==> config.mk <==
export PLATFORM = sky130hd
export DESIGN_NAME = spi_wr_port
export DESIGN_NICKNAME = d
export VERILOG_FILES = /design/src/rtl/spi_wr_pkg.sv /design/src/rtl/spi_sync.sv /design/src/rtl/spi_rx_frame.sv /design/src/rtl/spi_aux_tx.sv /design/src/rtl/spi_cs_gap.sv /design/src/rtl/spi_wr_port.sv
export SDC_FILE = /design/constraint.sdc
export NUM_CORES = 1
export LEC_CHECK = 0
export BUFFER_PORTS_ARGS = -buffer_cell sky130_fd_sc_hd__buf_2
export CAP_MARGIN = 20
export CORE_MARGIN = 8
export CORE_UTILIZATION = 45
export CTS_CLUSTER_DIAMETER = 60
export DETAILED_ROUTE_END_ITERATION = 16
export GPL_TIMING_DRIVEN = 0
export PLACE_DENSITY = 0.66
export SYNTH_ARGS = -nofsm -noshare
export SYNTH_HDL_FRONTEND = slang
export SYNTH_HIERARCHICAL = 1
export SYNTH_SLANG_ARGS = --single-unit
==> constraint.sdc <==
create_clock -name clk -period 2.1 [get_ports clk]
set_input_delay 0.315 -clock clk [delete_from_list [all_inputs] [get_ports clk]]
set_output_delay 0.315 -clock clk [all_outputs]
set_load 0.02 [all_outputs]
==> src/rtl/spi_wr_pkg.sv <==
package spi_wr_pkg;

  typedef enum logic [1:0] {
    FR_NONE  = 2'd0,
    FR_FULL  = 2'd1,
    FR_SHORT = 2'd2,
    FR_BAD   = 2'd3
  } frame_kind_e;

  // Decide what a frame of a given bit count commits.
  function automatic frame_kind_e classify(input int unsigned bits,
                                           input int unsigned full_w,
                                           input int unsigned short_w);
    if (bits == full_w)       return FR_FULL;
    else if (bits == short_w) return FR_SHORT;
    else                      return FR_BAD;
  endfunction

  // True when the chip-select high time is below the minimum.
  function automatic logic gap_too_short(input int unsigned high_clks,
                                         input int unsigned min_clks);
    return high_clks < min_clks;
  endfunction

endpackage

==> src/rtl/spi_sync.sv <==
module spi_sync #(
  parameter int          N       = 3,
  parameter int          STAGES  = 2,
  parameter logic [N-1:0] RST_VAL = '0
) (
  input  logic         clk,
  input  logic         rst_n,
  input  logic [N-1:0] din,
  output logic [N-1:0] dout
);
  logic [N-1:0] stg [STAGES];

  always_ff @(posedge clk or negedge rst_n) begin
    if (!rst_n) begin
      for (int i = 0; i < STAGES; i++) stg[i] <= RST_VAL;
    end else begin
      stg[0] <= din;
      for (int i = 1; i < STAGES; i++) stg[i] <= stg[i-1];
    end
  end

  assign dout = stg[STAGES-1];
endmodule

==> src/rtl/spi_rx_frame.sv <==
module spi_rx_frame
  import spi_wr_pkg::*;
#(
  parameter int WORD_W  = 16,
  parameter int SHORT_W = 8
) (
  input  logic              clk,
  input  logic              rst_n,
  input  logic              cs_fall_ev,
  input  logic              cs_rise_ev,
  input  logic              bit_ev,
  input  logic              bit_in,
  output logic [WORD_W-1:0] word_q,
  output logic              wr_pulse,
  output logic              short_q,
  output logic              err_pulse,
  output logic              rd_en
);
  localparam int CNT_MAX = WORD_W + 1;
  localparam int CNT_W   = $clog2(CNT_MAX + 1);

  logic [WORD_W-1:0] sh;
  logic [CNT_W-1:0]  cnt;
  frame_kind_e       kind;

  always_comb kind = classify(32'(cnt), WORD_W, SHORT_W);

  always_ff @(posedge clk or negedge rst_n) begin
    if (!rst_n) begin
      sh        <= '0;
      cnt       <= '0;
      word_q    <= '0;
      wr_pulse  <= 1'b0;
      short_q   <= 1'b0;
      err_pulse <= 1'b0;
      rd_en     <= 1'b0;
    end else begin
      wr_pulse  <= 1'b0;
      err_pulse <= 1'b0;
      if (cs_fall_ev) begin
        cnt <= '0;
      end else if (bit_ev) begin
        sh <= {sh[WORD_W-2:0], bit_in};
        if (cnt != CNT_W'(CNT_MAX)) cnt <= cnt + 1'b1;
      end
      if (cs_rise_ev) begin
        case (kind)
          FR_FULL: begin
            word_q   <= sh;
            wr_pulse <= 1'b1;
            short_q  <= 1'b0;
            rd_en    <= sh[0];
          end
          FR_SHORT: begin
            word_q   <= WORD_W'(sh[SHORT_W-1:0]);
            wr_pulse <= 1'b1;
            short_q  <= 1'b1;
            rd_en    <= sh[0];
          end
          default: err_pulse <= 1'b1;
        endcase
      end
    end
  end
endmodule

==> src/rtl/spi_aux_tx.sv <==
module spi_aux_tx #(
  parameter int AUX_W = 10
) (
  input  logic             clk,
  input  logic             rst_n,
  input  logic             aux_valid,
  input  logic [AUX_W-1:0] aux_data,
  input  logic             rd_en,
  input  logic             cs_fall_ev,
  input  logic             cs_rise_ev,
  input  logic             bit_ev,
  output logic             miso,
  output logic             miso_oe,
  output logic             done_ev
);
  localparam int BC_W = $clog2(AUX_W + 1);

  logic [AUX_W-1:0] aux_q;
  logic [AUX_W-1:0] txsh;
  logic [BC_W-1:0]  bc;
  logic             ready_q;
  logic             oe_q;
  logic             start_ev;

  assign start_ev = cs_fall_ev && rd_en && ready_q;
  assign done_ev  = oe_q && bit_ev && !cs_fall_ev && !cs_rise_ev
                    && (bc == BC_W'(AUX_W - 1));

  always_ff @(posedge clk or negedge rst_n) begin
    if (!rst_n) begin
      txsh <= '0;
      bc   <= '0;
      oe_q <= 1'b0;
    end else if (start_ev) begin
      txsh <= aux_q;
      bc   <= '0;
      oe_q <= 1'b1;
    end else if (cs_rise_ev) begin
      oe_q <= 1'b0;
    end else if (oe_q && bit_ev) begin
      txsh <= {txsh[AUX_W-2:0], 1'b0};
      bc   <= bc + 1'b1;
      if (done_ev) oe_q <= 1'b0;
    end
  end

  always_ff @(posedge clk or negedge rst_n) begin
    if (!rst_n) begin
      aux_q   <= '0;
      ready_q <= 1'b0;
    end else if (aux_valid) begin
      aux_q   <= aux_data;
      ready_q <= 1'b1;
    end else if (done_ev) begin
      ready_q <= 1'b0;
    end
  end

  assign miso_oe = oe_q;
  assign miso    = oe_q ? txsh[AUX_W-1] : 1'b0;
endmodule

==> src/rtl/spi_cs_gap.sv <==
module spi_cs_gap
  import spi_wr_pkg::*;
#(
  parameter int MIN_GAP = 20
) (
  input  logic clk,
  input  logic rst_n,
  input  logic cs_high_s,
  input  logic cs_rise_ev,
  input  logic cs_fall_ev,
  output logic gap_err
);
  localparam int CG_W = $clog2(MIN_GAP + 1);

  logic [CG_W-1:0] cnt;

  always_ff @(posedge clk or negedge rst_n) begin
    if (!rst_n) begin
      cnt     <= CG_W'(MIN_GAP);
      gap_err <= 1'b0;
    end else begin
      gap_err <= cs_fall_ev && gap_too_short(32'(cnt), MIN_GAP);
      if (cs_rise_ev) cnt <= CG_W'(1);
      else if (cs_high_s && cnt != CG_W'(MIN_GAP)) cnt <= cnt + 1'b1;
    end
  end
endmodule

==> src/rtl/spi_wr_port.sv <==
module spi_wr_port #(
  parameter int WORD_W       = 16,
  parameter int SHORT_W      = 8,
  parameter int AUX_W        = 10,
  parameter int MIN_GAP_CLKS = 20,
  parameter int SYNC_STAGES  = 2
) (
  input  logic              clk,
  input  logic              rst_n,
  input  logic              cs_n,
  input  logic              sclk,
  input  logic              mosi,
  input  logic              aux_valid,
  input  logic [AUX_W-1:0]  aux_data,
  output logic              miso,
  output logic              miso_oe,
  output logic [WORD_W-1:0] reg_word,
  output logic              reg_wr,
  output logic              reg_short,
  output logic              frame_err,
  output logic              gap_err
);
  logic [2:0] sync_q;
  logic       cs_n_s, sclk_s, mosi_s;
  logic       cs_n_p, sclk_p;
  logic       cs_low_s, cs_fall_ev, cs_rise_ev, bit_ev;
  logic       rd_en;
  logic       aux_done;

  spi_sync #(.N(3), .STAGES(SYNC_STAGES), .RST_VAL(3'b001)) u_sync (
    .clk(clk), .rst_n(rst_n), .din({mosi, sclk, cs_n}), .dout(sync_q)
  );

  assign cs_n_s = sync_q[0];
  assign sclk_s = sync_q[1];
  assign mosi_s = sync_q[2];

  always_ff @(posedge clk or negedge rst_n) begin
    if (!rst_n) begin
      cs_n_p <= 1'b1;
      sclk_p <= 1'b0;
    end else begin
      cs_n_p <= cs_n_s;
      sclk_p <= sclk_s;
    end
  end

  assign cs_low_s   = !cs_n_s;
  assign cs_fall_ev = cs_n_p && !cs_n_s;
  assign cs_rise_ev = !cs_n_p && cs_n_s;
  assign bit_ev     = cs_low_s && sclk_s && !sclk_p;

  spi_rx_frame #(.WORD_W(WORD_W), .SHORT_W(SHORT_W)) u_rx (
    .clk(clk), .rst_n(rst_n),
    .cs_fall_ev(cs_fall_ev), .cs_rise_ev(cs_rise_ev),
    .bit_ev(bit_ev), .bit_in(mosi_s),
    .word_q(reg_word), .wr_pulse(reg_wr), .short_q(reg_short),
    .err_pulse(frame_err), .rd_en(rd_en)
  );

  spi_aux_tx #(.AUX_W(AUX_W)) u_aux (
    .clk(clk), .rst_n(rst_n),
    .aux_valid(aux_valid), .aux_data(aux_data), .rd_en(rd_en),
    .cs_fall_ev(cs_fall_ev), .cs_rise_ev(cs_rise_ev), .bit_ev(bit_ev),
    .miso(miso), .miso_oe(miso_oe), .done_ev(aux_done)
  );

  spi_cs_gap #(.MIN_GAP(MIN_GAP_CLKS)) u_gap (
    .clk(clk), .rst_n(rst_n),
    .cs_high_s(cs_n_s), .cs_rise_ev(cs_rise_ev), .cs_fall_ev(cs_fall_ev),
    .gap_err(gap_err)
  );
endmodule

Word level (Yosys, flattened, before mapping)
Index checks and enable logic that the tools add are counted.
Storage, ports and cells
  flip-flop bits (word level): 81
  bits in latches: 0
  RAM bits: 0
  ROM bits: 0
  input bits: 16
  output and inout port bits: 22
  logic and storage cells: 88
  memories: 0
Operators by class
  add/sub/neg operators: 3
  $mul: 0
  div/mod/pow operators: 0
  $lt $le $gt $ge: 1
  equality and inequality tests: 8
  shift operators: 0
  multiplexer cells: 25
  bitwise operators: 1
  reductions and logical operators: 32
Operator list (number)
  case mux 16 bit (2 select lines): 1
  2-to-1 mux 10 bit: 3
  2-to-1 mux 5 bit: 5
  logical AND 1 bit: 12
  2-to-1 mux 4 bit: 3
  AND reduction 2 bit: 6
  nonzero test 2 bit: 6
  2-to-1 mux 1 bit: 11
  adder 5 x 1 -> 5 bit (second input constant): 2
  != test 5 bit (second input constant): 2
  nonzero test 3 bit: 2
  == test 5 x 4 -> 1 bit (second input constant): 1
  == test 5 bit (second input constant): 1
  logical NOT 1 bit: 5
  < comparator 5 bit (second input constant): 1
  adder 4 x 1 -> 4 bit (second input constant): 1
  == test 4 bit (second input constant): 1
  == test 2 x 1 -> 1 bit (second input constant): 1
  == test 2 bit (second input constant): 1
  2-to-1 mux 2 bit: 1
  != test 2 bit (second input constant): 1
  case mux 1 bit (2 select lines): 1
  OR reduction 2 bit: 1
  NOT 1 bit: 1

Depth between registers and ports, before layout
  word-level depth: 11
  mapped depth: 7
  depth with buffers taken out: 6

Modules after synthesis
The synthesis kept the hierarchy.
Modules (own cells, without submodules)
  spi_rx_frame: instances 1, cells an instance 109, area each 1614.0 um^2, sequential area each 1001.0 um^2
  spi_aux_tx: instances 1, cells an instance 108, area each 1151.1 um^2, sequential area each 650.6 um^2
  spi_cs_gap: instances 1, cells an instance 31, area each 321.6 um^2, sequential area each 152.6 um^2
  spi_sync: instances 1, cells an instance 9, area each 175.2 um^2, sequential area each 152.6 um^2
  spi_wr_port: instances 1, cells an instance 5, area each 78.8 um^2, sequential area each 51.3 um^2

Worst setup path before layout
OpenSTA, ideal clock, no wires.
  kind: reg2reg
  start: register u_sync.stg, in the netlist u_sync/dout[0]
  end: register u_rx.sh[0]
  setup time: 125 ps
  arrival time: 1712 ps
  data required time: 1975 ps
  slack: 263 ps
  cell stages (with the launch flop): 7
  buffers on the path: 3
  clock period less this slack: 1837 ps
  cells stage by stage: dfstp_2 > buf_4 > nor3b_2 > nor2b_1 > buf_2 > buf_4 > mux2_2
On the way
  longest elaborated chain between the ends: 4
  elaborated cells between the ends (all ways): 6
  classes of those cells: 1 x bitwise; 5 x reduce/logical
RTL lines
  start: declaration: line spi_sync.sv:11  | logic [N-1:0] stg [STAGES];
  logical NOT 1 bit: line spi_wr_port.sv:48  | assign cs_low_s = !cs_n_s;
  logical AND 1 bit (2 in series): line spi_wr_port.sv:51  | assign bit_ev = cs_low_s && sclk_s && !sclk_p;
  named net bit_ev: line spi_wr_port.sv:26  | logic cs_low_s, cs_fall_ev, cs_rise_ev, bit_ev;
  AND reduction 2 bit (no line)
  end signal: assignment: line spi_rx_frame.sv:43  | sh <= {sh[WORD_W-2:0], bit_in};
  end: declaration: line spi_rx_frame.sv:22  | logic [WORD_W-1:0] sh;
The timed path passes the listed nets, and every way through them passes these cells.
A chain may end at the register's enable or synchronous reset.

Worst setup path in the final report
  start: register u_sync.stg, in the netlist u_sync/dout[0]
  end: register u_rx.sh[13]
Same word-level chain as after synthesis.

==> flow_metrics.env <==
export IMPL_status="complete, no violations"
export IMPL_die_height_um=102.2
export IMPL_clkSinkCount=80
export IMPL_fillers=645
export IMPL_synthCells=262
export IMPL_routed_top_layer="met4"
export IMPL_drcViolationCount=0
export IMPL_stdcell_count=415
export IMPL_ir_drop_v=0.0003734
export IMPL_slew_headroom_pct=68.60
export IMPL_core_rowCount=31
export IMPL_worstSetupPathType="reg -> reg"
export IMPL_grtUsageTotal_pct=12.11
export IMPL_yosys_cell_types_count=46
export IMPL_final_common_cell="dfrtp_1"
export IMPL_drtIter0Drc=59
export IMPL_dp_hpwl_mm=3.836
export IMPL_grt_first_pass_wirelength_mm=10.01
export IMPL_hold_viol=0
export IMPL_antenna_found_initial=0
export IMPL_initial_utilization_pct=46.31
export IMPL_drive_above_1_share_pct=39.24
export IMPL_cts_tree="built"
export IMPL_final_min_clock_period_ps=1976
export IMPL_die_w_um=102.2
export IMPL_synth_enable_flop_cells=0
export IMPL_yosysWarnings=6
export IMPL_cts_buffer_depth=2
export IMPL_end_kind="register"
export IMPL_htree_levels=3
export IMPL_dp_cells=399
export IMPL_diodes=0
export IMPL_max_freq_mhz=506.2
export IMPL_crit_path_max_fanout=10
export IMPL_ys_seq_elements=80
export IMPL_cts_root_buf="clkbuf_8"
export IMPL_ant_nets=0
export IMPL_yosysSeqAreaShare_pct=60.11
export IMPL_vias_per_cell=4.981
export IMPL_syn_area_per_cell_um2=12.75
export IMPL_p_per_area_nw_per_um2=841.0
export IMPL_total_power_mw=3.307
export IMPL_via_count=2067
export IMPL_fin_skew_ps=12.33
export IMPL_first_global_vias=2123
export IMPL_syn_cell_area_um2=3341
export IMPL_postRouteWirelength_mm=5.688
export IMPL_rsz0062_at_grt="false"
export IMPL_synth_nets=285
export IMPL_met2_length_mm=2.627
export IMPL_synth_top_area_share_pct=56.18
export IMPL_slew_viol_final=0
export IMPL_met3_wirelength_um=233
export IMPL_nets=335
export IMPL_synthTopCellsByArea="dfrtp_1 (56%), mux2_2 (11%), dfstp_2 (3.9%)"
export IMPL_worstPathArrival_ps=2200
export IMPL_min_path_type="in -> reg"
export IMPL_clock_latency_ps=340
export IMPL_cap_violations=0
export IMPL_grt_start_max_net_pins=71
export IMPL_leakage_nw=1.949
export IMPL_die_area_um2=10440
export IMPL_min_period_over_period_pct=94.07
export IMPL_place_congestion=0.7426
export IMPL_met1_length_mm=2.730
export IMPL_synth_top_cell_by_area="dfrtp_1"
export IMPL_portBuffers=37
export IMPL_clk_pin_slew_ps=70
export IMPL_grt_overflow_total=0
export IMPL_cp_required_ps=2320
export IMPL_post_cts_buffers=0
export IMPL_core_area_um2=7214
export IMPL_startpoint_type="register"
export IMPL_worstMarginPinSlew_ps=471.1
export IMPL_area_growth_synth_to_final_pct=17.72
export IMPL_setup_viol=0
export IMPL_wl_per_cell_um=13.71
export IMPL_synthFlopType="dfrtp_1"
export IMPL_dr_pass1_iters=4
export IMPL_ioPinCount=38
export IMPL_cts_made_buffers=9
export IMPL_most_common_layout_cells="dfrtp_1 (75), buf_2 (41), mux2_2 (34)"
export IMPL_async_flop_share_pct=100.0
[routing by layer]
| layer | vias up | track usage, % |
|---|---|---|
| met5 | - | 0 |
| met1 | 1019 | 15.50 |
| met4 | 0 | 6.095 |
| met3 | 10 | 3.134 |
| li1 | 1006 | - |
| met2 | 32 | 18.54 |
[flip-flops by register name (all words and copies together), names as in the netlist, 4 cells and up]
register and count:
u_aux/bc 4, u_gap/cnt 5, u_aux/txsh 10, u_rx/cnt 5
u_aux/aux_q 10, u_rx/sh 16, u_rx/word_q 16
[cell type report]
cell class | instances | area, um2 | share of cell area [%]
Multi-Input combinational cell | 158 | 1211 | 30.80
Clock buffer | 10 | 127.6 | 3.245
Tap cell | 99 | 123.9 | 3.150
Sequential cell | 80 | 2008 | 51.07
Timing Repair Buffer | 39 | 225.2 | 5.727
Buffer | 14 | 92.59 | 2.354
Inverter | 10 | 37.54 | 0.9545
Clock inverter | 5 | 106.4 | 2.704
[where the power goes]
part	total, mW	internal, mW	switching, mW
Clock	1.31	0.786	0.529
Combinational	0.255	0.133	0.121
Sequential	1.74	1.66	0.0814
Total	3.31	2.58	0.731
[worst max-delay path, cell delays in order (launching register included)]
cell     delay, ps
dfstp_2        360
buf_4          160
nor3b_4        390
nor2b_1        180
buf_2          200
buf_4          210
mux2_2         350
[cell families after synthesis]
logic type | after synthesis | synth area share, %
adders and majority gates | 7 | 2.622
and+or+nand+nor | 66 | 11.20
DFF | 80 | 60.11
buffers and inverters | 24 | 3.895
muxes | 37 | 12.51
xor gates and xnor gates | 5 | 1.311
AOI/OAI and AO/OA | 43 | 8.352
[worst paths after layout]
check,start,to,slack [ps],depth (start not counted)
max in group asynchronous,rst_n,cs_n_p$_DFF_PN1_,1150,3
min in group asynchronous,rst_n,u_aux/miso_oe$_DFFE_PN0P_,350,2
worst min-delay path,cs_n,u_sync/stg[3]$_DFF_PN1_,70,1
worst max-delay path,u_sync/dout[0]$_DFF_PN1_,u_rx/sh[13]$_DFFE_PN0P_,120,6
worst min register to register,u_sync/stg[5]$_DFF_PN0_,u_sync/dout[2]$_DFF_PN0_,360,0
worst max register to register,u_sync/dout[0]$_DFF_PN1_,u_rx/sh[13]$_DFFE_PN0P_,120,6
[synthesized netlist by cell type (4+ instances only)]
library cell  number
dfrtp_1           75
mux2_2            34
a21oi_1           24
nor2_1            17
nand2_1           16
inv_1              9
a22o_2             8
buf_4              7
ha_1               7
buf_2              5
dfstp_2            5
nand3_1            4
nand4_1            4
xor2_1             4
[timing repair]
item                                    4_1_cts  5_1_grt
gates resized for setup                       1        1
endpoints found under the setup margin       10       19
hold endpoints to repair                      8        0
hold buffers                                  1        0
[through the flow]
| stage | setup slack (ps) | instance area [um2] | TNS, ps | hold WS (ps) | utilization [%] |
|---|---|---|---|---|---|
| finish | 124.4 | 3933 | 0 | 74.23 | 54.51 |
| global route | 10.39 | 3933 | 0 | 55.17 | 54.51 |
| CTS | 52.98 | 3930 | 0 | 54.98 | 54.47 |
| detailed placement | -21.71 | 3680 | -159.2 | 169.6 | 51.01 |
| global placement | -3.882 | 3650 | -18.43 | 335.2 | 50.59 |
| floorplan | 263.4 | 3341 | 0 | 19.41 | - |
Power figures use the tool's default switching activity.
